## config.mk

```make
export PLATFORM = sky130hd
export DESIGN_NAME = logu_log_unit
export DESIGN_NICKNAME = d
export VERILOG_FILES = /design/src/rtl/logu_pkg.sv /design/src/rtl/logu_coef_bank.sv /design/src/rtl/logu_norm.sv /design/src/rtl/logu_horner_stage.sv /design/src/rtl/logu_log_unit.sv
export SDC_FILE = /design/constraint.sdc
export NUM_CORES = 2
export LEC_CHECK = 0
export BUFFER_PORTS_ARGS = -buffer_cell sky130_fd_sc_hd__buf_4
export CAP_MARGIN = 5
export CORE_MARGIN = 4
export CORE_UTILIZATION = 56
export CTS_BUF_LIST = sky130_fd_sc_hd__clkbuf_2
export DETAILED_ROUTE_END_ITERATION = 8
export PLACE_DENSITY = 0.72
export SYNTH_ARGS = -nofsm -noshare
export SYNTH_HDL_FRONTEND = slang
export SYNTH_SLANG_ARGS = --single-unit
```

## constraint.sdc

```tcl
create_clock -name clk -period 11.2 [get_ports clk]
set_clock_uncertainty 0.2 [all_clocks]
set_input_delay 2.24 -clock clk [delete_from_list [all_inputs] [get_ports clk]]
set_output_delay 2.24 -clock clk [all_outputs]
set_load 0.02 [all_outputs]
```

## src/rtl/logu_pkg.sv

```systemverilog
package logu_pkg;

    // Input width, working fraction width and constant width
    localparam int IN_W = 12;
    localparam int FW   = 12;
    localparam int CW   = 18;

    // Derived sizes
    localparam int EW    = $clog2(IN_W);
    localparam int MW    = FW + 1;          // mantissa, unsigned Q1.FW
    localparam int AW    = CW + 4;          // Horner accumulator with growth guard
    localparam int RW    = CW + 5;          // final result width
    localparam int PW    = AW + MW + 1;     // full product width
    localparam int LAT   = 5;               // normaliser + 3 Horner + combine
    localparam int CNT_W = $clog2(LAT + 1);

    typedef logic        [EW-1:0] exp_t;
    typedef logic        [MW-1:0] mant_t;
    typedef logic signed [AW-1:0] acc_t;
    typedef logic signed [CW-1:0] coef_t;
    typedef logic signed [RW-1:0] res_t;
    typedef logic signed [PW-1:0] prod_t;

    localparam res_t  RES_MIN  = {1'b1, {(RW-1){1'b0}}};
    localparam prod_t RND_HALF = PW'(2 ** (FW-1));

    typedef enum logic [2:0] {
        SEL_A = 3'd0,
        SEL_B = 3'd1,
        SEL_C = 3'd2,
        SEL_D = 3'd3,
        SEL_K = 3'd4
    } coef_sel_e;

    typedef struct packed {
        coef_t a;
        coef_t b;
        coef_t c;
        coef_t d;
        coef_t k;
    } coef_set_t;

    typedef struct packed {
        logic  vld;
        logic  zero;
        exp_t  ex;
        mant_t mant;
        acc_t  acc;
    } pipe_t;

    // Round a full product half-up back to FW fraction bits (full width kept)
    function automatic prod_t round_shift(input prod_t p);
        prod_t t;
        t = p + RND_HALF;
        return t >>> FW;
    endfunction

endpackage

```

## src/rtl/logu_coef_bank.sv

```systemverilog
module logu_coef_bank
    import logu_pkg::*;
(
    input  logic       clk,
    input  logic       rst,
    input  logic       we,
    input  logic [2:0] sel,
    input  coef_t      wdata,
    output coef_set_t  coefs
);

    always_ff @(posedge clk) begin
        if (rst) begin
            coefs <= '0;
        end else if (we) begin
            case (sel)
                SEL_A:   coefs.a <= wdata;
                SEL_B:   coefs.b <= wdata;
                SEL_C:   coefs.c <= wdata;
                SEL_D:   coefs.d <= wdata;
                SEL_K:   coefs.k <= wdata;
                default: ;
            endcase
        end
    end

    // a write lands in the selected constant
    a_r7_write_a: assert property (@(posedge clk) disable iff (rst)
        we && sel == SEL_A |=> coefs.a == $past(wdata));
    a_r7_write_k: assert property (@(posedge clk) disable iff (rst)
        we && sel == SEL_K |=> coefs.k == $past(wdata));
    // unused selector codes leave every constant untouched
    a_r7_unused_sel: assert property (@(posedge clk) disable iff (rst)
        we && sel > 3'd4 |=> $stable(coefs));

endmodule

```

## src/rtl/logu_norm.sv

```systemverilog
module logu_norm
    import logu_pkg::*;
(
    input  logic            clk,
    input  logic            rst,
    input  logic            in_vld,
    input  logic [IN_W-1:0] in_data,
    input  coef_t           seed,
    output pipe_t           dout
);

    exp_t            lead;
    logic [IN_W-1:0] aligned;
    logic [FW-1:0]   frac;

    // Leading-one position and left alignment
    always_comb begin
        lead = '0;
        for (int i = 0; i < IN_W; i++) begin
            if (in_data[i]) lead = exp_t'(i);
        end
        aligned = in_data << (IN_W - 1 - int'(lead));
    end

    // Fit the bits below the leading one into FW fraction bits
    generate
        if (FW > IN_W - 1) begin : g_pad
            assign frac = {aligned[IN_W-2:0], {(FW-IN_W+1){1'b0}}};
        end else if (FW == IN_W - 1) begin : g_exact
            assign frac = aligned[IN_W-2:0];
        end else begin : g_trunc
            assign frac = aligned[IN_W-2 -: FW];
        end
    endgenerate

    always_ff @(posedge clk) begin
        if (rst) begin
            dout <= '0;
        end else begin
            dout.vld  <= in_vld;
            dout.zero <= (in_data == '0);
            dout.ex   <= lead;
            dout.mant <= {1'b1, frac};
            dout.acc  <= acc_t'(seed);
        end
    end

    // alignment puts the leading one in the top bit
    a_r1_align_top: assert property (@(posedge clk) disable iff (rst)
        in_vld && in_data != '0 |-> aligned[IN_W-1]);
    // the registered exponent points at the highest set bit
    a_r1_exp_msb: assert property (@(posedge clk) disable iff (rst)
        in_vld && in_data != '0 |=> ($past(in_data) >> dout.ex) == IN_W'(1));
    // a zero input is marked
    a_r4_zero_seen: assert property (@(posedge clk) disable iff (rst)
        in_vld && in_data == '0 |=> dout.zero);

endmodule

```

## src/rtl/logu_horner_stage.sv

```systemverilog
module logu_horner_stage
    import logu_pkg::*;
(
    input  logic  clk,
    input  logic  rst,
    input  pipe_t din,
    input  coef_t add_coef,
    output pipe_t dout
);

    prod_t prod;
    prod_t scaled;
    acc_t  acc_next;

    always_comb begin
        prod     = din.acc * $signed({1'b0, din.mant});
        scaled   = round_shift(prod);
        acc_next = scaled[AW-1:0] + acc_t'(add_coef);
    end

    always_ff @(posedge clk) begin
        if (rst) begin
            dout <= '0;
        end else begin
            dout.vld  <= din.vld;
            dout.zero <= din.zero;
            dout.ex   <= din.ex;
            dout.mant <= din.mant;
            dout.acc  <= acc_next;
        end
    end

    // every stage passes its qualifier on after exactly one cycle
    a_r5_stage_step: assert property (@(posedge clk) disable iff (rst)
        dout.vld == $past(din.vld));
    // the rounded product fits the accumulator (no silent wrap)
    a_r2_no_overflow: assert property (@(posedge clk) disable iff (rst)
        din.vld |-> (scaled[PW-1:AW-1] == '0 || scaled[PW-1:AW-1] == '1));
    // a non-zero sample keeps a normalised mantissa through the stage
    a_r1_mant_norm: assert property (@(posedge clk) disable iff (rst)
        din.vld && !din.zero |-> din.mant[MW-1]);

endmodule

```

## src/rtl/logu_log_unit.sv

```systemverilog
module logu_log_unit
    import logu_pkg::*;
(
    input  logic                 clk,
    input  logic                 rst,
    input  logic                 in_valid,
    input  logic [IN_W-1:0]      in_data,
    input  logic                 cfg_we,
    input  logic [2:0]           cfg_sel,
    input  logic signed [CW-1:0] cfg_data,
    output logic                 out_valid,
    output logic signed [RW-1:0] out_data,
    output logic                 out_err
);

    coef_set_t cs;
    pipe_t     stg [0:3];
    coef_t     add_c [0:2];
    res_t      oct_term;
    res_t      res_next;
    logic [CNT_W-1:0] since_rst;

    logu_coef_bank u_coef (
        .clk   (clk),
        .rst   (rst),
        .we    (cfg_we),
        .sel   (cfg_sel),
        .wdata (cfg_data),
        .coefs (cs)
    );

    // Normaliser seeds the accumulator with the cubic coefficient
    logu_norm u_norm (
        .clk     (clk),
        .rst     (rst),
        .in_vld  (in_valid),
        .in_data (in_data),
        .seed    (cs.d),
        .dout    (stg[0])
    );

    // Horner order: c, then b, then a
    always_comb begin
        add_c[0] = cs.c;
        add_c[1] = cs.b;
        add_c[2] = cs.a;
    end

    generate
        for (genvar i = 0; i < 3; i++) begin : g_horner
            logu_horner_stage u_stage (
                .clk      (clk),
                .rst      (rst),
                .din      (stg[i]),
                .add_coef (add_c[i]),
                .dout     (stg[i+1])
            );
        end
    endgenerate

    // Octave term only when the exponent is non-zero
    always_comb begin
        if (stg[3].ex != '0) begin
            oct_term = res_t'($signed({1'b0, stg[3].ex})) * res_t'(cs.k);
        end else begin
            oct_term = '0;
        end
        res_next = res_t'(stg[3].acc) + oct_term;
    end

    always_ff @(posedge clk) begin
        if (rst) begin
            out_valid <= 1'b0;
            out_err   <= 1'b0;
            out_data  <= '0;
        end else begin
            out_valid <= stg[3].vld;
            out_err   <= stg[3].vld & stg[3].zero;
            if (!stg[3].vld) begin
                out_data <= '0;
            end else if (stg[3].zero) begin
                out_data <= RES_MIN;
            end else begin
                out_data <= res_next;
            end
        end
    end

    // Cycles since reset, saturating at LAT, to bound the latency check
    always_ff @(posedge clk) begin
        if (rst) begin
            since_rst <= '0;
        end else if (since_rst != CNT_W'(LAT)) begin
            since_rst <= since_rst + 1'b1;
        end
    end

    // fixed latency from input to result
    a_r5_latency: assert property (@(posedge clk) disable iff (rst)
        since_rst == CNT_W'(LAT) |-> out_valid == $past(in_valid, LAT));
    // a flagged result carries the saturated value
    a_r4_zero_out: assert property (@(posedge clk) disable iff (rst)
        out_err |-> out_valid && out_data == RES_MIN);
    // idle outputs are quiet
    a_r6_idle: assert property (@(posedge clk) disable iff (rst)
        !out_valid |-> out_data == '0 && !out_err);
    // the mantissa reaching the combine stage is still normalised
    a_r1_mant_kept: assert property (@(posedge clk) disable iff (rst)
        stg[3].vld && !stg[3].zero |-> stg[3].mant[MW-1]);

endmodule

```

* Word-level counts from Yosys, hierarchy flattened
Cells that the tools add are included.
** Operators by class
- $add $sub $neg :: 8
- Muxes and demuxes :: 14
- Bitwise gates (word level) :: 2
- Shifts and indexed selects :: 1
- Reduce and logical (&&, ||, !) cells :: 10
- Multipliers :: 4
- Eq/ne operators :: 4
** Operators by type and width (number)
- $add 34x13->34 const B :: 3
- $mul 22x14->34 :: 2
- $add 22x18->22 :: 3
- $mux 23 :: 2
- $mux 35 :: 1
- $mul 18x14->32 :: 1
- $shl 12x32->11 :: 1
- $add 22x23->23 :: 1
- $mul 5x18->23 :: 1
- $mux 4 :: 4
- $logic_not 12->1 :: 1
- $mux 3 :: 4
- $reduce_and 2->1 :: 5
- $eq 3x2->1 const B :: 2
- $sub 4x4->5 const A :: 1
- $mux 2 :: 2
- $reduce_bool 4->1 :: 1
- $eq 3x1->1 const B :: 1
- $eq 3x3->1 const B :: 1
- $logic_not 3->1 :: 1
- $reduce_or 3->1 :: 1
- $reduce_or 2->1 :: 1
- $and 1x1->1 :: 1
- $mux 1 :: 1
- $not 1->1 :: 1
** Storage, ports and cells
- Register bits :: 262
- Logic and storage cells :: 72
- Output and inout port bits :: 25
- Input port bits :: 37

* Longest topological paths before layout
- Depth in word-level cells :: 14
- Mapped depth :: 37
- Mapped depth without buffers :: 36

* Hierarchy
A second synthesis with hierarchy kept.
** Unflattened totals
- Cells, all modules :: 5045
- Area, all modules :: 45692.6 sq um
** By module, submodules not included
- logu_horner_stage at g_horner[0].u_stage :: area an instance 12079.1 sq um, times used 1, cells an instance 1342, sequential area each 820.8 sq um
- logu_horner_stage at g_horner[2].u_stage :: area an instance 12062.8 sq um, times used 1, cells an instance 1341, sequential area each 820.8 sq um
- logu_horner_stage at g_horner[1].u_stage :: area an instance 12002.8 sq um, times used 1, cells an instance 1326, sequential area each 820.8 sq um
- logu_log_unit :: area an instance 4458.0 sq um, times used 1, cells an instance 551, sequential area each 500.5 sq um
- logu_coef_bank :: area an instance 3562.2 sq um, times used 1, cells an instance 317, sequential area each 1801.7 sq um
- logu_norm :: area an instance 1527.7 sq um, times used 1, cells an instance 168, sequential area each 720.7 sq um

* Worst setup path after synthesis
OpenSTA, ideal clock, no wires.
- Path type :: register -> register
- Start :: reg u_norm.dout[24] (netlist bit)
- End :: reg g_horner[0].u_stage.dout[21] (netlist bit)
- Data required time :: 10.872 ns
- Path buffers :: 1
- Library setup time :: 0.128 ns
- Cell stages (with the launch flop) :: 37
- Data arrival time :: 7.526 ns
- Slack :: 3.346 ns
- Cell sequence :: dfxtp_1 clkbuf_1 and2_1 fa_1 inv_1 fa_1 inv_1 fa_1 inv_1 fa_1 inv_1 fa_1 ha_1 ha_1 a21oi_1 nand3_1 o211a_4 nor2_1 ha_1 nand2_1 or3_1 nor3_1 xor2_1 nor2_1 xnor2_1 ha_1 o21a_1 o21ai_0 nand2b_1 a41oi_1 o211ai_1 nand2_1 o2111ai_1 a21oi_1 xnor2_1 xnor2_1 nor2_1
** On the way
- Longest elaborated chain between the ends :: 3
** Ends and longest elaborated chain
- from (decl) :: line logu_norm.sv:9 : output pipe_t dout
- $mul 18x14->32 :: line logu_horner_stage.sv:16 : prod = din.acc * $signed({1'b0, din.mant});
- $add 34x13->34 :: line logu_pkg.sv:54 : t = p + RND_HALF;
- $add 22x18->22 :: line logu_horner_stage.sv:18 : acc_next = scaled[AW-1:0] + acc_t'(add_coef);
- to (decl) :: line logu_horner_stage.sv:8 : output pipe_t dout
No other way between the ends.
A chain may end at the register's enable or synchronous reset.

* Worst setup path after layout
- Start :: reg g_horner[0].u_stage.dout[24] (netlist bit)
- End :: reg g_horner[1].u_stage.dout[17] (netlist bit)
** On the way
- Longest elaborated chain between the ends :: 3
** Ends and longest elaborated chain (line)
- $mul 22x14->34 :: logu_horner_stage.sv:16
- $add 34x13->34 :: logu_pkg.sv:54
- $add 22x18->22 :: logu_horner_stage.sv:18
- to (decl) :: logu_horner_stage.sv:8
No other way between the ends.

==> flow_summary.yaml <==
status:
  outcome: "completed"
synth:
  syn-cell-area_mm2: 0.0405
  synth_ff_type: "dfxtp_1"
  yosysTopAreaCellShare_pct: 34.5
  synthCells: 4585
  synth_nets: 5733
  syn_area_per_cell_um2: 8.84
  yosys-top-cells-area: "fa_1, dfxtp_1, ha_1"
  yosysWarnings: 0
  synth_edf_count: 0
  ys_seq_area_share_pct: 12.8
  ys_top_cells_by_count: "inv_1, fa_1, nand2_1"
  ys_ff_latch: 259
  ys_async_sr_fraction_pct: 0
  synth_cell_types: 82
  yosysMostFrequentCell: "inv_1"
  synth_top_cell_by_area: "fa_1"
critical_path:
  crit_path_top_delay_cell: "dfxtp_1"
  slowest_delay_ps: 920
  worstPathRequired_ps: 11720
  worstSetupStartpointType: "flip-flop"
  end_kind: "flip-flop"
  crit_path_max_fanout: 22
  path_class: "reg -> reg"
  rrSetupSlack_ps: 2410
  worst_ep_arrival_time_ps: 9310
drt:
  num_vias: 29800
  drc: 0
  post_drt_wl_per_cell_um: 17.1
  first_pass_iters: 7
  vias_per_cell: 5.39
  totalWireLength_mm: 94.8
  detail_route.iter0.violations: 1826
  antenna_left: 0
grt:
  overflow: 0
  grt_pass1_wl_mm: 158
  grtUsageTotal_pct: 25.2
  grt_pass1_vias: 31000
  grt_max_degree: 97
  antenna_found_initial: 2
final_layout:
  finish.instance_area_mm2: 0.0422
  fin_cells: 5537
  drive_gt1_share_pct: 4.99
  fillers: 6400
  area_growth_pct: 4.16
  nNetsFinal: 5687
pwr:
  pwr-share-clk_pct: 34.3
  ir_worst_vdd_uv: 60.5
  internal-power_mw: 1.38
  p_sw_share_pct: 34.0
  pwr-share-comb_pct: 15.9
  net-switching-power_uw: 710
  p_leak_nw: 21.4
  p_seq_share_pct: 49.8
  total_power_mw: 2.09
  powerDensity_mw_per_mm2: 49.5
worst_hold_path:
  hp-class: "reg -> reg"
sta:
  rsz0062_at_grt: "no"
  fin_crit_sh_pct: 78.5
  setup_violations: 0
  hold_violations: 0
  worstMarginPinSlew_ps: 1180
  max_freq_mhz: 114
  whs_ps: 222
  drv_slew: 0
  slew_headroom_pct: 21.1
  fin_crit_ps: 8790
  setup_tns_ps: 0
floorplan:
  die_w_um: 277
  num_rows: 98
  start_util_pct: 56.6
  die-area_mm2: 0.0767
  io_pins: 62
  core_area_mm2: 0.0716
  die_h_um: 277
placed_design:
  placed_cell_area_mm2: 0.0415
  hpwlAfterDp_mm: 75.7
  place_congestion: 0.930
  dp_cells: 5417
  io_buffers: 61
cts:
  cts_resized: 0
  clk_pin_slew_ps: 110
  insertion_delay_ps: 1010
  cts_sinks: 259
  htreeDepth: 3
  cts_tree: "built"
  post-cts-setup-buffers: 0
  cts_hold_buffers: 0
  clockRootBuffer: "clkbuf_2"
  cts-buffers-inserted: 70
  clockBufferDepth: 3
job:
  cap_viol_max_count: 0
## cell type report
| type | count | area [um^2] | area share [%] |
|---|---|---|---|
| multi-input combinational | 3332 | 31600 | 74.8 |
| sequential | 259 | 5180 | 12.3 |
| inverter | 800 | 3000 | 7.12 |
| tap | 950 | 1190 | 2.82 |
| timing repair buffer | 76 | 574 | 1.36 |
| clock buffer | 92 | 460 | 1.09 |
| clock inverter | 26 | 199 | 0.471 |
| antenna | 2 | 5.00 | 0.0119 |
## power by group through the flow
stage                     Clock, mW  Sequential (mW)  Combinational, mW
after global placement            0             1.06              0.324
final                         0.716             1.04              0.332
after floorplan                   0            0.984              0.273
after CTS                     0.735             1.04              0.332
after global routing          0.784             1.05              0.373
after detailed placement          0             1.06              0.330
## metrics by stage
stage | util [%] | setup WS, ps
after floorplan | - | 3350
after global placement | 58.0 | 2720
after detailed placement | 58.0 | 2500
after CTS | 58.9 | 2470
after global routing | 58.9 | 1830
final | 58.9 | 2410
## metal layers
layer | vias to the layer above | part of all wire [%] | track usage, % | wire length [um]
met4 | 0 | 3.2 | 8.02 | 3040
met5 | - | 0 | 0 | 0
met3 | 178 | 5.6 | 4.07 | 5340
met2 | 762 | 48 | 42.5 | 45600
met1 | 14800 | 43 | 33.6 | 40800
li1 | 14100 | - | - | -
## worst paths after layout
check | cells past startpoint | from | to
max | 31 | g_horner[0].u_stage.dout[24] | g_horner[1].u_stage.dout[17]
min | 1 | g_horner[1].u_stage.dout[39] | g_horner[2].u_stage.dout[39]
max reg2reg | 31 | g_horner[0].u_stage.dout[24] | g_horner[1].u_stage.dout[17]
min reg2reg | 1 | g_horner[1].u_stage.dout[39] | g_horner[2].u_stage.dout[39]
## sequential cells by signal (all words and copies together), names as in the netlist
| name | flops |
|---|---|
| out_valid | 1 |
| out_data | 23 |
| u_coef.coefs | 90 |
| g_horner.u_stage.dout | 108 |
| u_norm.dout | 36 |
| out_err | 1 |
## cell usage in the layout, fill, tap and decap left out, drive strengths merged, types with 16 or more instances in the layout
master and count:
dfxtp 259, nor3 57, buf 76, a21o 42, a211oi 24, nand2b 21
nand2 642, o21a 23, nor2b 94, nor2 197, xnor2 120, inv 801
o21bai 18, o21ai 62, fa 698, clkbuf 92, ha 413, nand3 40
and2 427, a21oi 193, clkinv 19, xor2 69, nand4 16
## cell families after synthesis
logic type | share of synthesized area (%)
buffers and inverters | 9.27
flip-flops | 12.8
multiplexers | 0.451
AND/OR/NAND/NOR | 18.8
AO/OA/AOI/OAI | 7.24
adder cells (fa/ha/maj) | 47.2
XOR/XNOR | 4.20
## worst max-delay path, delay by kind of cell (launching register included)
| kind | cells | cell delay [ps] |
|---|---|---|
| AO/OA/AOI/OAI | 14 | 3030 |
| adder cells (fa/ha/maj) | 8 | 3300 |
| buffers and inverters | 3 | 150 |
| flip-flops | 1 | 920 |
| AND/OR/NAND/NOR | 6 | 950 |
(Power assumes the default switching activity.)
